<file path="src/rtl/grp_intc.sv">
module grp_intc #(
  parameter int          NSRC      = 32,
  parameter int          NREG      = 4,
  parameter logic [11:0] SRC_BASE  = 12'h400,
  parameter logic [11:0] EXT_BASE  = 12'h200,
  parameter logic [11:0] CODE_STEP = 12'h020
) (
  input  logic        clk,
  input  logic        rst_n,
  input  logic [31:0] src_req,
  input  logic [3:0]  ext_lvl,
  input  logic [3:0]  cpu_lvl,
  input  logic        wr_en,
  input  logic [2:0]  wr_addr,
  input  logic [31:0] wr_data,
  output logic        irq_req,
  output logic [3:0]  irq_lvl,
  output logic [11:0] irq_code
);
  localparam int NFLD = NREG * 4;

  function automatic int field_of(input int i);
    if (i == 0) return 0;
    else if (i == 1) return 1;
    else if (i <= 3) return 2;
    else if (i <= 6) return 3;
    else if (i <= 10) return 6;
    else if (i == 11) return 4;
    else if (i <= 13) return 5;
    else if (i == 14) return 15;
    else if (i == 15) return 12;
    else if (i <= 20) return 13;
    else if (i <= 24) return 14;
    else if (i == 25) return 7;
    else if (i == 26) return 8;
    else if (i == 27) return 9;
    else if (i == 28) return 10;
    else return 11;
  endfunction

  logic [15:0] prio_q [NREG];
  logic [31:0] mask_q;
  logic [3:0]  fld     [NFLD];
  logic [3:0]  src_pri [NSRC];
  logic [3:0]  best_pri;
  logic [11:0] best_code;
  logic        eligible;

  for (genvar f = 0; f < NFLD; f++) begin : g_fld
    assign fld[f] = prio_q[f / 4][4 * (f % 4) +: 4];
  end

  for (genvar s = 0; s < NSRC; s++) begin : g_src
    assign src_pri[s] = fld[field_of(s)];
  end

  always_comb begin
    best_pri  = (ext_lvl != 4'hF) ? 4'hF - ext_lvl : 4'h0;
    best_code = EXT_BASE + CODE_STEP * {8'd0, ext_lvl};
    for (int i = 0; i < NSRC; i++) begin
      if (src_req[i] && !mask_q[i] && src_pri[i] > best_pri) begin
        best_pri  = src_pri[i];
        best_code = SRC_BASE + CODE_STEP * 12'(i);
      end
    end
  end

  assign eligible = best_pri > cpu_lvl;

  always_ff @(posedge clk) begin
    if (!rst_n) begin
      for (int r = 0; r < NREG; r++) prio_q[r] <= '0;
      mask_q   <= '0;
      irq_req  <= 1'b0;
      irq_lvl  <= '0;
      irq_code <= '0;
    end else begin
      if (wr_en) begin
        case (wr_addr)
          3'd0, 3'd1, 3'd2, 3'd3: prio_q[wr_addr[1:0]] <= wr_data[15:0];
          3'd4: mask_q <= mask_q | wr_data;
          3'd5: mask_q <= mask_q & ~wr_data;
          default: ;
        endcase
      end
      if (!irq_req) begin
        if (eligible) begin
          irq_req  <= 1'b1;
          irq_lvl  <= best_pri;
          irq_code <= best_code;
        end
      end else if (!(eligible && best_code == irq_code && best_pri == irq_lvl)) begin
        irq_req <= 1'b0;
      end
    end
  end

  AST_HOLD_STABLE: assert property (@(posedge clk) disable iff (!rst_n)
    (irq_req && $past(irq_req)) |-> ($stable(irq_code) && $stable(irq_lvl)));
  AST_ABOVE_CPU: assert property (@(posedge clk) disable iff (!rst_n)
    irq_req |-> (irq_lvl > $past(cpu_lvl)));
  AST_NONZERO_LVL: assert property (@(posedge clk) disable iff (!rst_n)
    irq_req |-> (irq_lvl != 4'h0));
  AST_CODE_ALIGN: assert property (@(posedge clk) disable iff (!rst_n)
    irq_req |-> (irq_code[4:0] == 5'd0));
  AST_MASK_SET: assert property (@(posedge clk) disable iff (!rst_n)
    (wr_en && wr_addr == 3'd4) |=> ((mask_q & $past(wr_data)) == $past(wr_data)));
  AST_MASK_CLR: assert property (@(posedge clk) disable iff (!rst_n)
    (wr_en && wr_addr == 3'd5) |=> ((mask_q & $past(wr_data)) == 32'd0));
endmodule

</file>
<file path="config.mk">
export PLATFORM = sky130hd
export DESIGN_NAME = grp_intc
export DESIGN_NICKNAME = d
export VERILOG_FILES = /design/src/rtl/grp_intc.sv
export SDC_FILE = /design/constraint.sdc
export NUM_CORES = 1
export LEC_CHECK = 0
export BUFFER_PORTS_ARGS = -buffer_cell sky130_fd_sc_hd__buf_2
export CAP_MARGIN = 5
export CELL_PAD_IN_SITES_DETAIL_PLACEMENT = 1
export CELL_PAD_IN_SITES_GLOBAL_PLACEMENT = 2
export CORE_MARGIN = 2
export CORE_UTILIZATION = 37
export CTS_CLUSTER_DIAMETER = 100
export DETAILED_ROUTE_END_ITERATION = 8
export PLACE_DENSITY_LB_ADDON = 0.1
export SYNTH_ARGS = -nofsm -noshare
export SYNTH_HDL_FRONTEND = slang
export SYNTH_SLANG_ARGS = --single-unit
</file>
<file path="constraint.sdc">
create_clock -name clk -period 62.4 [get_ports clk]
set_input_delay 3.12 -clock clk [delete_from_list [all_inputs] [get_ports clk]]
set_output_delay 3.12 -clock clk [all_outputs]
set_load 0.01 [all_outputs]
</file>
# Word level (Yosys, flattened, before mapping)
# Memory sizes are Yosys's and may differ from the RTL's.
# Index checks and enable logic that the tools add are counted.
# word_totals
elab_cells	233
output_inout_bits	17
in_bits	78
mem_count	1
ram_bits	64
register_bits	49
# classes
addsub	2
n_eq_ne	8
mux	77
bitwise	4
magnitude_cmp	33
reduce_logical	104
# mem_list
name	words	width	read_ports	rd_clocked_by_memory_dff	write_ports	line_no	text
prio_q	4	16	4	0	4	41	logic [15:0] prio_q [NREG];
# ops
operator	n
2-to-1 mux 12 bit	31
greater-than comparator 4 bit	33
2-to-1 mux 4 bit	33
logical AND 1 bit	66
one-hot mux 32 bit (2 select lines)	1
bitwise AND 32 bit	1
zero test 1 bit	32
inverter 32 bit	1
OR 32 bit	1
2-to-1 mux 16 bit	1
OR reduction 16 bit	1
== test 12 bit	1
adder 10 x 9 -> 11 bit, first input constant	1
2-to-1 mux 11 bit	1
2-to-1 mux 1 bit	9
== test 3 x 2 -> 1 bit, second input constant	2
== test 3 bit, second input constant	2
== test 4 bit	1
!= test 4 bit, second input constant	1
AND reduction 2 bit	2
OR reduction 4 bit	1
subtractor 4 bit, first input constant	1
== test 3 x 1 -> 1 bit, second input constant	1
zero test 3 bit	1
3 further kinds	3

# Longest topological paths before layout
# depth
ltp_word	103
depth_mapped	287
mapped_depth_nobuf	276

# Worst setup path after synthesis
# Ideal clock, no wire load.
# synth_timing
kind	input-to-reg
from	input port ext_lvl[1]
to	register irq_req
slack_ns	11.289
t_required_ns	62.313
setup_ns	0.087
arrival_time_ns	51.024
stages	269
n_path_buf	11
path_cell_list	clkbuf_1 > ha_1 > nor2b_1 > o211ai_2 > a21o_1 > buf_4 > nand2_1 > a21boi_0 > ha_1 > nand2b_1 > nand2b_1 > o211ai_1 > mux2i_1 > a21o_1 > o22ai_1 > nor2_1 > a21oi_1 > inv_1 > (+233 left out) > nand2b_1 > a21oi_1 > nor4bb_1 > buf_4 > a21oi_2 > or2_2 > o21ai_0 > ha_1 > nor2b_1 > o21ai_0 > nand2b_1 > a21oi_1 > a41o_1 > or2_2 > a311o_1 > nor4b_1 > nand4_1 > o31ai_1
# synth_via
elab_chain_cells	103
word_cells_on_any_way	140
# synth_rtl
item	line_no	text
from (decl)	11	input logic [3:0] ext_lvl,
subtractor 4 bit or != test 4 bit (tied branches)	58	best_pri = (ext_lvl != 4'hF) ? 4'hF - ext_lvl : 4'h0;
2-to-1 mux 4 bit	58	
greater-than comparator 4 bit	61	if (src_req[i] && !mask_q[i] && src_pri[i] > best_pri) begin
logical AND 1 bit	61	
2-to-1 mux 4 bit	61	
greater-than comparator 4 bit	61	
logical AND 1 bit	61	
2-to-1 mux 4 bit	61	
(+86 left out)	--	
2-to-1 mux 4 bit	61	
greater-than comparator 4 bit	61	
logical AND 1 bit	61	
2-to-1 mux 4 bit or 2-to-1 mux 12 bit (tied branches)	61	
greater-than comparator 4 bit or == test 12 bit (tied branches)	68, 92	
logical AND 1 bit (2 in series)	92	end else if (!(eligible && best_code == irq_code && best_pri == irq_lvl)) begin
2-to-1 mux 1 bit	92	
2-to-1 mux 1 bit (*)	86	if (!irq_req) begin
to (signal assigned)	74	irq_req <= 1'b0;
to (signal assigned)	88	irq_req <= 1'b1;
to (signal assigned)	93	irq_req <= 1'b0;
to (decl)	16	output logic irq_req,
# Mark *: on every way between the ends. The rest lies on a longest branch, timed or not.
# A chain may end at the register's enable or synchronous reset.

# Final worst setup path
# layout_timing
from	input port ext_lvl[2]
to	register irq_req
# The elaborated chain is that of the path after synthesis.

==> PnR_summary.wiki <==
{| class="wikitable"
! Metric !! Value
|-
| Status || completed
|-
| Total of endpoints with negative setup slack in the final report || 0
|-
| Number of library cell types mapped by synthesis || ~120
|-
| Yosys Warn Count || 0
|-
| Cell count after synthesis || 1510
|-
| Slew margin rel. || 0.273
|-
| Leading cell type in the layout, fill and taps excluded || sky130_fd_sc_hd__nor2_1
|-
| Final GP Congestion || 0.891
|-
| Routed via count || 11900
|-
| Area grow syn2layout || 10.3%
|-
| Portion of the post-synthesis area used by sequential elements || 0.231
|-
| Area taken by flip-flops and latches || 0.00278 mm2
|-
| CTS tree || done
|-
| Post-detailed-placement cell area || 0.0128 mm2
|-
| Slowest cell on crit path || sky130_fd_sc_hd__o31ai_1
|-
| Slowest Stage Delay on Critical Path || between 0.5 and 0.6 ns
|-
| Met1 track demand over resource in global routing || 0.355
|-
| Fraction of final layout cells sized beyond drive strength 1 || 0.155
|-
| Hold WS || 0.515 ns
|-
| Final hold violations || 0
|-
| Period Utilization, post-route || 0.922
|-
| Most used cell along the critical path || sky130_fd_sc_hd__ha_1
|-
| Post-route antenna net violation count || 0
|-
| DR DRC count || 0
|-
| Max capacitance violation total || 0
|-
| Highest attainable clock frequency || between 15 and 20 MHz
|-
| Maximum clock skew at final layout || between 0.01 and 0.015 ns
|-
| Arrival time at the worst endpoint || a little under 60 ns
|-
| Wire length of the first global-routing pass || 66100 um
|-
| Layer with the highest usage || met2
|-
| Most frequent cells in the layout || 150 x sky130_fd_sc_hd__nor2_1, 139 x sky130_fd_sc_hd__nand2_1, 121 x sky130_fd_sc_hd__a21oi_1, 121 x sky130_fd_sc_hd__inv_1, 88 x sky130_fd_sc_hd__buf_2
|-
| Proportion of netlist area held by the largest area contributor || 0.160
|-
| Met2 track demand over resource || 0.400
|-
| Top cells by area in the synthesized netlist || sky130_fd_sc_hd__edfxtp_1 16%, sky130_fd_sc_hd__ha_1 7.9%, sky130_fd_sc_hd__dfxtp_1 7.2%
|-
| Initial antenna violation count || 1
|-
| Post-synth top flop || sky130_fd_sc_hd__edfxtp_1
|-
| Average wire per standard cell || 20.9 um
|-
| GRT Overall Usage || 0.248
|-
| Core area || 0.0323 mm2
|-
| Starting DRT DRC Count || between 600 and 700
|-
| Number of flip-flops and latches in the synthesized netlist || 107
|-
| First-pass iteration count of the detailed router || 5
|-
| Share of flip-flops with an asynchronous set or reset after synthesis || 0
|-
| Type of the worst min-delay path || reg2reg
|-
| Number of vias per cell after detailed routing || 5.88
|-
| Overflow left after global routing || 0
|-
| Initial core utilization || 0.372
|-
| Footprint of the multi-input gates || 0.00859 mm2
|-
| Maximum count of clock buffers along a single path || 2
|-
| Average instance area after synthesis || 7.96 um2
|-
| Clock transition at the registers of the reported paths || 0.09 ns
|-
| Port Buffers || 88
|-
| Slew at the pin with the worst max-slew slack || 1.09 ns
|-
| Met3 GRT Util || 0.0253
|-
| CP delay by family, top || compound AO/OA/AOI/OAI gates
|-
| Die outline area || 0.0340 mm2
|-
| Clock root buffer master || sky130_fd_sc_hd__clkbuf_16
|-
| Critical path launch point type || input port
|-
| Category of the critical setup timing path || in2reg
|-
| Peak fanout along the critical path || 12
|-
| Critical path required time || 62.69 ns
|-
| # fillers || 3992
|-
| Post-synthesis cell area || 0.0120 mm2
|-
| Count of boundary I/O pins || 95
|-
| Drt total wl || 42200 um
|-
| Number of H-tree levels || 3
|-
| Number of clock sinks || 107
|-
| Final nets || 1727
|-
| Final non-filler cell area || around 0.013 mm2
|-
| Final period demand of the worst path || between 50 and 60 ns
|-
| Insertion delay of the later-clocked pin in the worst-skew pair || 0.38 ns
|-
| Die extent in x || roughly 180 um
|-
| Number of rows in the core area || 66
|-
| Worst Path Buf+Inv || 23
|-
| Post-synthesis cell type with the largest combined area || sky130_fd_sc_hd__edfxtp_1
|-
| Filler-free cell count of the finished design || 2021
|-
| Die height || between 150 and 200 um
|-
| Number of synthesized flops with an enable pin || 64
|-
| Via count of the first global-routing pass || 11800
|-
| Largest net degree at the start of global routing || 65
|-
| Type of element capturing the critical path || flop
|-
| Number of placed instances, taps included || about 2000
|-
| Number of max-slew violations in the final report || 0
|-
| Clock buffer count from CTS || 9
|-
| Half-perimeter wire length of the detailed placement result || 33000 um
|}
[metrics by stage]
step                utilization  setup WS [ns]  setup TNS (ns)
floorplan                     -          11.29               0
global placement          0.395           3.89               0
detailed placement        0.395           2.75               0
CTS                       0.405           2.80               0
global route              0.411       -0.00951        -0.00951
finish                    0.411           4.87               0
[worst paths after layout]
| path | start | end | slack, ns | cells past startpoint |
|---|---|---|---|---|
| hold / removal | flop | flop | 0.52 | 2 |
| setup reg to reg | prio_q[0][1]$_SDFFCE_PN0P_ | irq_req$_SDFF_PN0_ | 7.25 | 265 |
| hold reg to reg | flop | flop | 0.52 | 2 |
| setup / recovery | ext_lvl[2] | irq_req$_SDFF_PN0_ | 4.87 | 266 |
[final cells by class]
cell class,count,share of cell area
clock inverter,7,0.00632
timing repair buffer,106,0.0434
sequential,107,0.210
clock buffer,9,0.0170
inverter,122,0.0345
tap,442,0.0417
antenna,1,0.000189
multi-input combinational,1227,0.647
[synth_stat cells, types with 21 or more instances]
cell type	count
sky130_fd_sc_hd__nor2_1	152
sky130_fd_sc_hd__nand2_1	139
sky130_fd_sc_hd__a21oi_1	124
sky130_fd_sc_hd__inv_1	121
sky130_fd_sc_hd__ha_1	76
sky130_fd_sc_hd__o21ai_0	73
sky130_fd_sc_hd__edfxtp_1	64
sky130_fd_sc_hd__dfxtp_1	43
sky130_fd_sc_hd__a311oi_1	36
sky130_fd_sc_hd__nand3_1	30
sky130_fd_sc_hd__o211ai_1	30
sky130_fd_sc_hd__clkbuf_1	28
sky130_fd_sc_hd__mux2_2	28
sky130_fd_sc_hd__mux2i_1	28
sky130_fd_sc_hd__nor3_1	27
sky130_fd_sc_hd__and2_1	25
sky130_fd_sc_hd__a211oi_1	24
sky130_fd_sc_hd__a21o_1	21
[tightest hold or removal path: cells and delay by family (launching register included)]
| family | cells | cell delay [ns] |
|---|---|---|
| flops | 1 | 0.31 |
| compound gates | 2 | 0.16 |
[cells by family (layout without fill, tap and decap cells)]
kind of cell               after synthesis  after routing  share of synthesized area
DFF                                    107            107                      0.231
buffers and inverters                  181            244                     0.0677
other                                    1              7                   0.000312
and+or+nand+nor                        524            524                      0.218
AOI/OAI and AO/OA                      531            531                      0.327
xor gates and xnor gates                26             26                     0.0196
adders and majority gates               83             83                     0.0850
muxes                                   57             57                     0.0514
[per-layer routing]
layer | up-vias | routed length, um
li1 | 5814 | -
met1 | 5823 | 21000
met2 | 199 | 19100
met3 | 41 | 1200
met4 | 0 | 880
met5 | - | 0
[timing repair]
action	4_1_cts	5_1_grt
hold buffers	0	0
endpoints found under the setup margin	0	11
resized for setup	0	25
setup buffers	0	8
Power is not shown: default switching activity piles up to over one toggle a cycle in this logic, so the estimate is an artifact.
